[config.mk]
export PLATFORM = sky130hd
export DESIGN_NAME = sv_trap_guard
export DESIGN_NICKNAME = d
export VERILOG_FILES = /design/src/rtl/tg_pkg.sv /design/src/rtl/tg_status.sv /design/src/rtl/tg_atp.sv /design/src/rtl/tg_gate.sv /design/src/rtl/tg_halt.sv /design/src/rtl/sv_trap_guard.sv
export SDC_FILE = /design/constraint.sdc
export NUM_CORES = 1
export LEC_CHECK = 0
export BUFFER_PORTS_ARGS = -buffer_cell sky130_fd_sc_hd__buf_2
export CORE_AREA = 2 2 96 98
export DETAILED_ROUTE_END_ITERATION = 16
export DIE_AREA = 0 0 98 100
export GPL_ROUTABILITY_DRIVEN = 0
export SYNTH_ARGS = -nofsm -noshare
export SYNTH_HDL_FRONTEND = slang
export SYNTH_SLANG_ARGS = --single-unit
export TNS_END_PERCENT = 10
[constraint.sdc]
create_clock -name clk -period 1.89 [get_ports clk]
set_clock_uncertainty 0.1 [all_clocks]
set_input_delay 0.189 -clock clk [delete_from_list [all_inputs] [get_ports clk]]
set_output_delay 0.189 -clock clk [all_outputs]
set_load 0.05 [all_outputs]
[src/rtl/tg_pkg.sv]
package tg_pkg;
  localparam int DW      = 32;
  localparam int AW      = 12;
  localparam int CAUSE_W = 4;
  localparam logic [CAUSE_W-1:0] CAUSE_ILLEGAL = 4'd2;

  localparam logic [AW-1:0] ADDR_STATUS = 12'h300;
  localparam logic [AW-1:0] ADDR_ATP    = 12'h180;

  localparam logic [1:0] PRIV_U = 2'd0;
  localparam logic [1:0] PRIV_S = 2'd1;
  localparam logic [1:0] PRIV_M = 2'd3;

  localparam int B_SIE = 1, B_MIE = 3, B_SPIE = 5, B_MPIE = 7, B_SPP = 8;
  localparam int B_MPP_LO = 11, B_FS_LO = 13;
  localparam int B_MPRV = 17, B_SUM = 18, B_MXR = 19;
  localparam int B_TVM = 20, B_TW = 21, B_TSR = 22;
  localparam int B_MODE = 31;

  function automatic logic [DW-1:0] status_wmask();
    logic [DW-1:0] m;
    m = '0;
    m[B_SIE] = 1'b1; m[B_MIE] = 1'b1; m[B_SPIE] = 1'b1; m[B_MPIE] = 1'b1;
    m[B_SPP] = 1'b1; m[B_MPP_LO +: 2] = 2'b11; m[B_FS_LO +: 2] = 2'b11;
    m[B_MPRV] = 1'b1; m[B_SUM] = 1'b1; m[B_MXR] = 1'b1;
    m[B_TVM] = 1'b1; m[B_TW] = 1'b1; m[B_TSR] = 1'b1;
    return m;
  endfunction
endpackage

[src/rtl/tg_status.sv]
module tg_status
  import tg_pkg::*;
#(
  parameter bit SUPPORT_U = 1'b1
) (
  input  logic          clk,
  input  logic          rst_n,
  input  logic          wr_en,
  input  logic [DW-1:0] wdata,
  output logic [DW-1:0] status
);
  localparam logic [DW-1:0] WMASK = status_wmask();
  localparam logic [DW-1:0] RST_VAL = DW'(PRIV_M) << B_MPP_LO;

  logic [1:0]    req_mpp;
  logic          mpp_ok;
  logic [DW-1:0] nxt;

  assign req_mpp = wdata[B_MPP_LO +: 2];

  generate
    if (SUPPORT_U) begin : g_with_user
      assign mpp_ok = (req_mpp != 2'd2);
    end else begin : g_no_user
      assign mpp_ok = (req_mpp == PRIV_S) || (req_mpp == PRIV_M);
    end
  endgenerate

  always_comb begin
    nxt = (status & ~WMASK) | (wdata & WMASK);
    if (!mpp_ok) nxt[B_MPP_LO +: 2] = status[B_MPP_LO +: 2];
  end

  always_ff @(posedge clk) begin
    if (!rst_n)     status <= RST_VAL;
    else if (wr_en) status <= nxt;
  end
endmodule

[src/rtl/tg_atp.sv]
module tg_atp
  import tg_pkg::*;
#(
  parameter bit SUPPORT_SV32 = 1'b1
) (
  input  logic          clk,
  input  logic          rst_n,
  input  logic          wr_req,
  input  logic [DW-1:0] wdata,
  output logic [DW-1:0] atp,
  output logic          applied
);
  localparam logic [DW-1:0] FIELDS = '1;

  logic mode_ok;
  logic differs;

  generate
    if (SUPPORT_SV32) begin : g_paged
      assign mode_ok = 1'b1;
    end else begin : g_bare_only
      assign mode_ok = ~wdata[B_MODE];
    end
  endgenerate

  assign differs = |((wdata ^ atp) & FIELDS);
  assign applied = wr_req && mode_ok && differs;

  always_ff @(posedge clk) begin
    if (!rst_n)       atp <= '0;
    else if (applied) atp <= wdata;
  end
endmodule

[src/rtl/tg_gate.sv]
module tg_gate
  import tg_pkg::*;
(
  input  logic [1:0]    priv,
  input  logic          spec_new,
  input  logic          mmu_en,
  input  logic [DW-1:0] status,
  input  logic [DW-1:0] atp,
  input  logic          csr_rd,
  input  logic          csr_wr,
  input  logic [AW-1:0] addr,
  input  logic          sret,
  input  logic          wfi,
  input  logic          sfence,
  output logic          trap,
  output logic          status_wr,
  output logic          atp_wr,
  output logic          halt_set,
  output logic          fence_flush,
  output logic [DW-1:0] rd_value
);
  logic in_s;
  logic tvm_hit;
  logic hit_atp;
  logic trap_atp, trap_sret, trap_wfi, trap_fence;

  assign in_s    = spec_new && (priv == PRIV_S);
  assign tvm_hit = in_s && status[B_TVM];
  assign hit_atp = (addr == ADDR_ATP) && (csr_rd || csr_wr);

  assign trap_atp   = hit_atp && mmu_en && tvm_hit;
  assign trap_sret  = sret && in_s && status[B_TSR];
  assign trap_wfi   = wfi && in_s && status[B_TW];
  assign trap_fence = sfence && tvm_hit;
  assign trap       = trap_atp || trap_sret || trap_wfi || trap_fence;

  assign status_wr   = csr_wr && (addr == ADDR_STATUS);
  assign atp_wr      = csr_wr && (addr == ADDR_ATP) && mmu_en && !tvm_hit;
  assign halt_set    = wfi && !trap_wfi;
  assign fence_flush = sfence && !trap_fence;

  always_comb begin
    rd_value = '0;
    if (csr_rd) begin
      if (addr == ADDR_STATUS) rd_value = status;
      else if (addr == ADDR_ATP && mmu_en && !trap_atp) rd_value = atp;
    end
  end
endmodule

[src/rtl/tg_halt.sv]
module tg_halt (
  input  logic clk,
  input  logic rst_n,
  input  logic set,
  input  logic wake,
  output logic halt
);
  always_ff @(posedge clk) begin
    if (!rst_n)    halt <= 1'b0;
    else if (wake) halt <= 1'b0;
    else if (set)  halt <= 1'b1;
  end
endmodule

[src/rtl/sv_trap_guard.sv]
module sv_trap_guard
  import tg_pkg::*;
#(
  parameter bit SUPPORT_U    = 1'b1,
  parameter bit SUPPORT_SV32 = 1'b1
) (
  input  logic               clk,
  input  logic               rst_n,
  input  logic [1:0]         priv_i,
  input  logic               spec_v110_i,
  input  logic               mmu_en_i,
  input  logic               csr_rd_i,
  input  logic               csr_wr_i,
  input  logic [AW-1:0]      csr_addr_i,
  input  logic [DW-1:0]      csr_wdata_i,
  input  logic               sret_i,
  input  logic               wfi_i,
  input  logic               sfence_i,
  input  logic               wake_i,
  output logic               illegal_o,
  output logic [CAUSE_W-1:0] cause_o,
  output logic [DW-1:0]      csr_rdata_o,
  output logic               tlb_flush_o,
  output logic               halt_o
);
  logic [DW-1:0] status_q, atp_q, rd_value;
  logic trap, status_wr, atp_wr, atp_applied, halt_set, fence_flush;

  tg_gate u_gate (
    .priv(priv_i), .spec_new(spec_v110_i), .mmu_en(mmu_en_i),
    .status(status_q), .atp(atp_q),
    .csr_rd(csr_rd_i), .csr_wr(csr_wr_i), .addr(csr_addr_i),
    .sret(sret_i), .wfi(wfi_i), .sfence(sfence_i),
    .trap(trap), .status_wr(status_wr), .atp_wr(atp_wr),
    .halt_set(halt_set), .fence_flush(fence_flush), .rd_value(rd_value)
  );

  tg_status #(.SUPPORT_U(SUPPORT_U)) u_status (
    .clk(clk), .rst_n(rst_n), .wr_en(status_wr),
    .wdata(csr_wdata_i), .status(status_q)
  );

  tg_atp #(.SUPPORT_SV32(SUPPORT_SV32)) u_atp (
    .clk(clk), .rst_n(rst_n), .wr_req(atp_wr),
    .wdata(csr_wdata_i), .atp(atp_q), .applied(atp_applied)
  );

  tg_halt u_halt (
    .clk(clk), .rst_n(rst_n), .set(halt_set), .wake(wake_i), .halt(halt_o)
  );

  always_ff @(posedge clk) begin
    if (!rst_n) begin
      illegal_o   <= 1'b0;
      cause_o     <= '0;
      csr_rdata_o <= '0;
      tlb_flush_o <= 1'b0;
    end else begin
      illegal_o   <= trap;
      cause_o     <= trap ? CAUSE_ILLEGAL : '0;
      csr_rdata_o <= rd_value;
      tlb_flush_o <= atp_applied || fence_flush;
    end
  end
endmodule

==> flow_summary_export.csv, run 1 <==
group,metric,value,unit
clock_network,tritoncts,"built",
placement,dp_hpwl,5692,um
synth,synth.top_cell.area_share,48.27,%
cells_and_area,fin_nets,529,
placement,dpl.cell_count,561,
clock_network,clk_pin_slew,0.09,ns
sta,setup-violations-final,0,
cells_and_area,n_antenna_cell,0,
sta,finalHoldViolations,1,
synth,synth_edf_count,0,
placement,dp_slack,-0.2369,ns
clock_network,cts_buffer_depth,2,
synth,synth_top_family_by_area,"simple AND/OR/NAND/NOR gates",
power,p_leak,1.821,nW
synth,synth_xor_area_share,8.241,%
sta,period_minus_slack,1.860,ns
synth,yosys_warnings,0,
power,vdd_drop_max,0.0002825,V
global_routing,grt_pass1_vias,2633,
status,violations,"hold timing",
synth,ys_seq_elements,82,
global_routing,antenna_found_initial,0,
power,fin_total_pwr,3.414,mW
routing,vias,2867,
placement,place_area,0.004023,mm2
placement,portBuffers,91,
cells_and_area,layout-drive-gt1-share,31.17,%
sta,slew_viol_final,0,
floorplan,fp.dieArea,0.009800,mm2
global_routing,grt_max_degree,53,
routing,viasPerCell,4.868,
setup_path,worst-path-max-fanout,6,
routing,drc,0,
power,pwr-share-clk,42.0,%
floorplan,boundaryPins,95,
clock_network,insertion_delay,0.36,ns
power,seqPwrFrac,50.6,%
synth,synth_flop_cell,"dfxtp_1",
hold_path,min_path_type,"in2reg",
global_routing,grt_pass1_wl,12640,um
sta,rsz0062_at_grt,"yes",
power,power.internal,2.622,mW
power,power_density,750.8,mW/mm2
synth,synth_area_leader_cell,"dfxtp_1",
floorplan,initial_core_util,38.25,%
synth,synth_area,0.003401,mm2
sta,fmax,537.6,MHz
floorplan,core_area,0.008890,mm2
clock_network,h-tree-depth,3,
cells_and_area,syn_to_final_growth,33.70,%
cells_and_area,final_area,0.004547,mm2
hold_path,hp-start,"csr_wdata_i[10]",
synth,synth_common_cells,"dfxtp_1 (82), nand2_1 (81), mux2i_1 (32), xnor2_1 (32)",
synth,yosysMostFrequentCell,"dfxtp_1",
synth,muxShareOfSynthArea,9.419,%
setup_path,arrival,2.00,ns
synth,synthSimpleGateAreaFrac,21.71,%
clock_network,clock_sinks,82,
routing,finalWirelength,8474,um
power,switching_share,23.20,%
setup_path,critPathCaptureType,"flip-flop",
global_routing,grt_usage,16.23,%
power,p_sw,0.7919,mW
cells_and_area,utilization,51.15,%
clock_network,cts_root_buf,"clkbuf_8",
sta,fin_crit_sh,98.42,%
cells_and_area,stdcell_count,589,
synth,syn_inst,366,
synth,synth_compound_area_share,8.094,%
synth,postSynthAreaPerCell,9.292,um2
synth,ys_seq_area_share,48.27,%
routing,wire_per_inst,14.39,um
synth,async_flop_share,0,%
floorplan,rows,35,
clock_network,numCtsBuffers,9,
sta,hold_slack,-0.0002527,ns
sta,setup_tns,0,ns
synth,synthAdderAreaFrac,0,%
synth,ys_types,33,
setup_path,reg2reg_from,"u_atp.atp[5]",
status,status,"finished with violations",
global_routing,grt_overflow,0,
flow_run,max-cap-violations,0,
routing,drtPass1Iterations,5,
sta,setup_ws,0.02988,ns
synth,synth.area.top_cells,"dfxtp_1 (48%), mux2i_1 (9.4%), nand2_1 (8.9%)",
floorplan,die_x,98,um
setup_path,required,2.03,ns
setup_path,crit_path_start,"u_atp.atp[5]",
setup_path,crit_path_start_kind,"flip-flop",
routing,ant_nets,0,
setup_path,crit_type,"reg2reg",
routing,drt_iter0_drc,111,
floorplan,die_h,100,um
power,power_frac_comb,7.4,%
## power by group through the flow
stage | Clock [mW] | Combinational [mW] | Sequential, mW
detailed placement | 0 | 0.228 | 1.77
global route | 1.53 | 0.271 | 1.73
finish | 1.43 | 0.251 | 1.73
global placement | 0 | 0.226 | 1.77
CTS | 1.46 | 0.244 | 1.73
floorplan | 0 | 0.113 | 1.78
## worst paths after layout
| path | to | slack (ns) | cells after the start |
|---|---|---|---|
| setup / recovery | u_atp.atp[12] | 0.03 | 8 |
| hold / removal | u_atp.atp[10] | -0.0003 | 3 |
| setup reg to reg | u_atp.atp[12] | 0.03 | 8 |
| hold reg to reg | u_status.status[7] | 0.36 | 2 |
## cells by family after synthesis
group,after synthesis
AND/OR/NAND/NOR,156
other,1
flip-flops,82
buffers and inverters,26
AO/OA/AOI/OAI,37
XOR/XNOR,32
multiplexers,32
## metal layers
| metal | GRT usage (%) | part of all wire [%] | up-vias |
|---|---|---|---|
| li1 | - | - | 1433 |
| met1 | 21.69 | 45 | 1357 |
| met2 | 25.97 | 49 | 65 |
| met3 | 3.273 | 4.6 | 12 |
| met4 | 6.303 | 1.6 | 0 |
| met5 | 0 | 0 | - |
## sequential cells by signal (all words and copies together) (netlist names)
register         cells
u_status.status     15
cause_o              1
u_atp.atp           32
csr_rdata_o         32
u_halt.halt          1
tlb_flush_o          1
## worst max-delay path: stages (launching register included)
cell       delay (ns)
dfxtp_1          0.39
xnor2_2          0.15
nand4_1          0.18
nor4_2           0.28
buf_4            0.17
a21oi_4          0.06
buf_12           0.14
clkbuf_16        0.16
mux2i_1          0.12
## area by class of cell
class | instances | area (um2)
Timing Repair Buffer | 120 | 800.8
Multi-Input combinational cell | 260 | 1734
Clock inverter | 6 | 90.09
Clock buffer | 10 | 137.6
Tap cell | 111 | 138.9
Sequential cell | 82 | 1645
Fill cell | 845 | 4343
## what timing repair did
item	in CTS	in global routing
setup endpoints to repair	26	33
gates cloned	0	4
pin swaps	0	15
buffers inserted	0	2
hold buffers	9	0
resized for setup	2	18
hold endpoints to repair	9	0
## cell usage in the layout (no fill, tap or decap), drive strengths merged, types with 3 or more instances in the layout
cell type	Yosys	layout
nand2	81	81
nor4	4	4
buf	10	108
xnor2	32	32
a21oi	3	3
o21ai	3	3
dlygate4sd3	0	7
nand4	8	8
and2	18	18
a21boi	13	13
nor2	18	18
clkbuf	16	13
conb	1	3
mux2i	32	32
a22oi	15	15
clkinv	0	3
nand3	16	16
dfxtp	82	82
Power figures use the tool's default switching activity.
==> inputs of run 2 (changes only) <==
--- a/config.mk
+++ b/config.mk
@@ -5,10 +5,11 @@
 export SDC_FILE = /design/constraint.sdc
 export NUM_CORES = 1
 export LEC_CHECK = 0
+export ABC_AREA = 1
 export BUFFER_PORTS_ARGS = -buffer_cell sky130_fd_sc_hd__buf_2
-export CORE_AREA = 2 2 96 98
+export CORE_AREA = 2 2 100 102
 export DETAILED_ROUTE_END_ITERATION = 16
-export DIE_AREA = 0 0 98 100
+export DIE_AREA = 0 0 102 104
 export GPL_ROUTABILITY_DRIVEN = 0
 export SYNTH_ARGS = -nofsm -noshare
 export SYNTH_HDL_FRONTEND = slang
==> flow_summary_export.csv, run 2 <==
group,metric,value,unit
power,p_leak,2.017,nW
setup_path,path_depth,9,
global_routing,grt_usage,18.14,%
setup_path,crit_type,"reg2reg",
routing,vias,3513,
clock_network,clock_sinks,82,
routing,drt_iter0_drc,145,
synth,yosysMostFrequentCell,"nand2_1",
setup_path,crit_path_max_incr_delay,0.37,ns
placement,dp_slack,0.1995,ns
synth,yosys_warnings,0,
synth,synth.area.top_cells,"dfxtp_1 (44%), nand2_1 (12%), a21oi_1 (8.5%)",
synth,synth_common_cells,"nand2_1 (121), dfxtp_1 (82), nor2_1 (70), inv_1 (64), a21oi_1 (63)",
routing,drtPass1Iterations,4,
synth,ys_seq_area_share,44.04,%
floorplan,fp.dieArea,0.01061,mm2
cells_and_area,fin_nets,679,
cells_and_area,final_area,0.004546,mm2
clock_network,h-tree-depth,3,
setup_path,crit_path_start,"u_atp.atp[29]",
setup_path,cp-endpoint,"u_atp.atp[15]",
synth,synth_area,0.003727,mm2
setup_path,arrival,1.85,ns
setup_path,crit_path_start_kind,"flip-flop",
setup_path,regToRegSetupSlack,0.18,ns
setup_path,critPathCaptureType,"flip-flop",
setup_path,r2r_cells,9,
synth,syn_inst,536,
cells_and_area,syn_to_final_growth,21.95,%
placement,dpl.cell_count,744,
cells_and_area,stdcell_count,761,
setup_path,slowest_stage,"dfxtp_1",
setup_path,path_cells,"xnor2_1 -> nand2_1 -> nor2_1 -> nand2_1 -> nor2_1 -> nand2_2 -> buf_4 -> a21oi_1 -> nor2_1",
routing,wire_per_inst,12.35,um
setup_path,cp_common_cell,"nor2_1",
synth,synth_flop_cell,"dfxtp_1",
sta,period_minus_slack,1.709,ns
routing,drc,0,
status,status,"finished clean",
clock_network,insertion_delay,0.35,ns
hold_path,min_path_type,"in2reg",
routing,ant_nets,0,
routing,viasPerCell,4.616,
global_routing,grt_pass1_wl,15350,um
clock_network,cts_root_buf,"clkbuf_8",
power,fin_total_pwr,3.391,mW
floorplan,die_h,104,um
synth,postSynthAreaPerCell,6.954,um2
cells_and_area,reg.largest.list,"csr_rdata_o x32, u_atp.atp x32, u_status.status x15",
cells_and_area,layout_common_cells,"nand2_1 (120), buf_2 (91), dfxtp_1 (82), nor2_1 (70), inv_1 (64)",
sta,setup_ws,0.1807,ns
clock_network,numCtsBuffers,9,
clock_network,cts_buffer_depth,2,
sta,fmax,585.0,MHz
sta,rsz0062_at_grt,"no",
placement,portBuffers,91,
floorplan,initial_core_util,39.03,%
setup_path,reg2reg_from,"u_atp.atp[29]",
cells_and_area,n_antenna_cell,0,
global_routing,grt_overflow,0,
synth,ys_types,21,
global_routing,grt_max_degree,49,
synth,ys_seq_elements,82,
placement,dp_hpwl,6474,um
sta,fin_crit_sh,90.44,%
floorplan,boundaryPins,95,
synth,synth_edf_count,0,
floorplan,die_x,102,um
sta,setup-violations-final,0,
setup_path,path_delay_family,"simple AND/OR/NAND/NOR gates",
synth,async_flop_share,0,%
floorplan,core_area,0.009549,mm2
setup_path,critPathBufInv,1,
sta,finalHoldViolations,0,
setup_path,worst-path-max-fanout,37,
synth,synth_area_leader_cell,"dfxtp_1",
cells_and_area,utilization,47.60,%
synth,synth.top_cell.area_share,44.04,%
clock_network,post-cts-setup-buffers,0,
power,power_density,746.0,mW/mm2
global_routing,grt_pass1_vias,3300,
clock_network,clk_pin_slew,0.08,ns
setup_path,required,2.04,ns
cells_and_area,layout-drive-gt1-share,19.59,%
sta,hold_slack,0.04953,ns
placement,place_area,0.004315,mm2
power,vdd_drop_max,0.0003786,V
cells_and_area,mostFrequentLayoutCell,"nand2_1",
routing,finalWirelength,9402,um
sta,slew_viol_final,0,
cells_and_area,fillers,1008,
floorplan,rows,36,
setup_path,regToRegEndpoint,"u_atp.atp[15]",
sta,setup_tns,0,ns
clock_network,tritoncts,"built",
global_routing,antenna_found_initial,0,
flow_run,max-cap-violations,0,
==> run 2: changes by cell type in the layout (fill, tap and decap cells not counted), moves of 22 or more <==
cell | before | now
inv_1 | 0 | 64
a21oi_1 | 2 | 63
nor2_1 | 18 | 70
nand2_1 | 81 | 120
mux2i_1 | 32 | 0
o21ai_0 | 1 | 29
nand3_1 | 16 | 38
==> run 2: power by group <==
group	switching [mW]	internal (mW)	total, mW
registers	0.00103	1.73	1.73
logic	0.150	0.101	0.251
clock network	0.629	0.782	1.41
total	0.780	2.61	3.39
==> run 2: worst reg2reg max path, cell delays in order (launching register included) <==
cell and delay [ns]:
dfxtp_1 0.37, xnor2_1 0.13, nand2_1 0.07, nor2_1 0.12, nand2_1 0.07, nor2_1 0.18
nand2_2 0.08, buf_4 0.25, a21oi_1 0.18, nor2_1 0.06
==> run 2: final cells by class <==
| cell class | count | area (um2) | area share (%) |
|---|---|---|---|
| clock buffers | 12 | 145.1 | 3.193 |
| inverters | 64 | 240.2 | 5.285 |
| repair buffers | 106 | 608.1 | 13.38 |
| flip-flops and latches | 82 | 1642 | 36.11 |
| clock inverters | 4 | 75.07 | 1.652 |
| well taps | 133 | 166.4 | 3.661 |
| multi-input cells | 360 | 1669 | 36.72 |
==> run 2: worst min path at each step <==
stage	from	to	slack, ns	cells past startpoint
2_1_floorplan	wake_i	u_halt.halt	0.17	1
3_3_place_gp	wake_i	u_halt.halt	0.26	2
3_5_place_dp	wake_i	u_halt.halt	0.26	2
4_1_cts	sfence_i	tlb_flush_o	0.04	3
5_1_grt	sret_i	cause_o[1]	0.06	3
6_report	wfi_i	u_halt.halt	0.05	3
==> run 2: cells by family (layout without fill, tap and decap cells) <==
family,after synthesis,after routing,synth area share [%]
AO/OA/AOI/OAI,94,94,12.79
XOR/XNOR,23,23,5.404
buffers and inverters,96,186,11.45
other,1,3,0.1006
AND/OR/NAND/NOR,240,240,26.22
flip-flops,82,82,44.04
==> run 2: timing repair <==
action	4_1_cts	5_1_grt
endpoints found under the hold margin	1	0
resized for setup	0	0
hold buffers	1	0
==> run 2: routing by layer <==
metal | vias to the layer above | wire, um | track usage [%]
met1 | 1575 | 4345 | 24.06
met3 | 13 | 511 | 2.957
met2 | 88 | 4427 | 30.03
met5 | - | 0 | 0
met4 | 0 | 118 | 5.524
li1 | 1837 | - | -
==> inputs of run 3 (changes only) <==
--- a/config.mk
+++ b/config.mk
@@ -11,6 +11,7 @@
 export DETAILED_ROUTE_END_ITERATION = 16
 export DIE_AREA = 0 0 102 104
 export GPL_ROUTABILITY_DRIVEN = 0
+export RECOVER_POWER = 25
 export SYNTH_ARGS = -nofsm -noshare
 export SYNTH_HDL_FRONTEND = slang
 export SYNTH_SLANG_ARGS = --single-unit
==> flow_summary_export.csv, run 3 (synthesized netlist as in run 2, its figures left out) <==
group,metric,value,unit
status,status,"finished clean",
sta,rsz0062_at_grt,"no",
sta,period_minus_slack,1.710,ns
power,fin_total_pwr,3.396,mW
sta,setup-violations-final,0,
power,p_leak,1.902,nW
power,p_sw,0.7846,mW
clock_network,h-tree-depth,3,
sta,fin_crit_sh,90.46,%
setup_path,crit_path_start,"u_atp.atp[29]",
cells_and_area,syn_to_final_growth,21.01,%
floorplan,fp.dieArea,0.01061,mm2
sta,fmax,584.9,MHz
clock_network,cts_buffer_depth,2,
global_routing,grt_pass1_wl,15350,um
setup_path,worst-path-max-fanout,37,
power,power_frac_comb,7.4,%
floorplan,rows,36,
power,seqPwrFrac,50.9,%
routing,vias,3527,
global_routing,antenna_found_initial,0,
sta,finalHoldViolations,0,
cells_and_area,layout-drive-gt1-share,15.29,%
setup_path,r2r_cells,9,
global_routing,grt_max_degree,49,
cells_and_area,layout_common_cells,"nand2_1 (120), dfxtp_1 (82), nor2_1 (71), buf_2 (65), inv_1 (64)",
cells_and_area,reg.largest.list,"csr_rdata_o x32, u_atp.atp x32, u_status.status x15",
clock_network,clock_sinks,82,
clock_network,clk_pin_slew,0.08,ns
routing,wire_per_inst,12.37,um
flow_run,max-cap-violations,0,
routing,viasPerCell,4.635,
floorplan,core_area,0.009549,mm2
power,power_density,752.9,mW/mm2
power,switching_share,23.10,%
cells_and_area,n_antenna_cell,0,
setup_path,regToRegEndpoint,"u_atp.atp[12]",
sta,tightest_slew,0.6085,ns
power,vdd_drop_max,0.0003785,V
setup_path,arrival,1.86,ns
placement,dpl.cell_count,744,
cells_and_area,mostFrequentLayoutCell,"nand2_1",
setup_path,crit_path_start_kind,"flip-flop",
setup_path,reg2reg_from,"u_atp.atp[29]",
cells_and_area,fin_nets,679,
clock_network,numCtsBuffers,9,
routing,drc,0,
routing,finalWirelength,9417,um
floorplan,die_x,102,um
clock_network,cts_root_buf,"clkbuf_8",
setup_path,critPathCaptureType,"flip-flop",
global_routing,grt_pass1_vias,3300,
placement,dp_slack,0.1995,ns
cells_and_area,stdcell_count,761,
global_routing,grt_usage,18.14,%
routing,drtPass1Iterations,5,
floorplan,die_h,104,um
clock_network,insertion_delay,0.35,ns
routing,ant_nets,0,
clock_network,tritoncts,"built",
routing,drt_iter0_drc,166,
setup_path,regToRegSetupSlack,0.18,ns
hold_path,min_path_cells,3,
hold_path,holdPathEnd,"u_halt.halt",
power,power.internal,2.611,mW
placement,dp_hpwl,6474,um
setup_path,crit_type,"reg2reg",
setup_path,required,2.04,ns
hold_path,min_path_type,"in2reg",
floorplan,boundaryPins,95,
hold_path,hp-start,"wfi_i",
global_routing,grt_overflow,0,
sta,setup_ws,0.1803,ns
sta,slew_headroom,59.61,%
placement,portBuffers,91,
sta,slew_viol_final,0,
clock_network,ctsResizeCount,0,
sta,setup_tns,0,ns
power,pwr-share-clk,41.7,%
floorplan,initial_core_util,39.03,%
==> run 3: changes by cell type in the layout (fill, tap and decap cells not counted) <==
cell      previous run  this run
clkbuf_1             2        28
nor2_2               2         1
nor2_1              70        71
buf_2               91        65
==> run 3: what timing repair did <==
action	in CTS	in global routing
setup endpoints to repair	0	0
endpoints found under the hold margin	1	0
hold buffers	1	0
setup buffers	0	0
==> run 3: how the worst max path moves through the flow <==
stage                     to  depth (start not counted)  slack, ns
4_1_cts        u_atp.atp[12]                          9       0.17
2_1_floorplan  u_atp.atp[11]                         10       0.41
3_5_place_dp   u_atp.atp[12]                          9       0.20
6_report       u_atp.atp[12]                          9       0.18
5_1_grt        u_atp.atp[12]                          9       0.04
3_3_place_gp    u_atp.atp[8]                          9       0.21
==> run 3: layout make-up <==
| cell class | instances | area (um2) |
|---|---|---|
| Multi-Input combinational cell | 360 | 1667 |
| Timing Repair Buffer | 106 | 575.6 |
| Inverter | 64 | 240.2 |
| Sequential cell | 82 | 1642 |
| Tap cell | 133 | 166.4 |
| Fill cell | 1029 | 5039 |
| Clock buffer | 12 | 145.1 |
| Clock inverter | 4 | 75.07 |
==> run 3: critical path, cell delays in order, from the launching register on <==
cell and delay [ns]:
dfxtp_1 0.37, xnor2_1 0.13, nand2_1 0.07, nor2_1 0.12, nand2_1 0.07, nor2_1 0.18
nand2_2 0.08, buf_4 0.25, a21oi_1 0.18, nor2_1 0.06
==> run 3: per-stage QoR <==
stage / instance area, um2 / util, % / hold slack (ns)
4_1_cts: 4546 / 47.60 / 0.03813
3_5_place_dp: 4315 / 45.19 / 0.2639
3_3_place_gp: 4315 / 45.19 / 0.2601
5_1_grt: 4511 / 47.24 / 0.06185
2_1_floorplan: 3735 / - / 0.1683
6_report: 4511 / 47.24 / 0.04791
==> run 3: power groups by stage <==
stage                     sequential (mW)  combinational (mW)  clock (mW)
final                                1.73               0.251        1.42
after global routing                 1.73               0.283        1.51
after CTS                            1.73               0.253        1.44
after detailed placement             1.77               0.250           0
after global placement               1.77               0.248           0
after floorplan                      1.78               0.132           0
==> run 3: routing by layer <==
metal	part of all wire (%)	wire, um	GRT usage [%]
met4	1.1	102	5.524
met5	0	0	0
met1	47	4387	24.06
met2	47	4426	30.03
met3	5.3	501	2.957
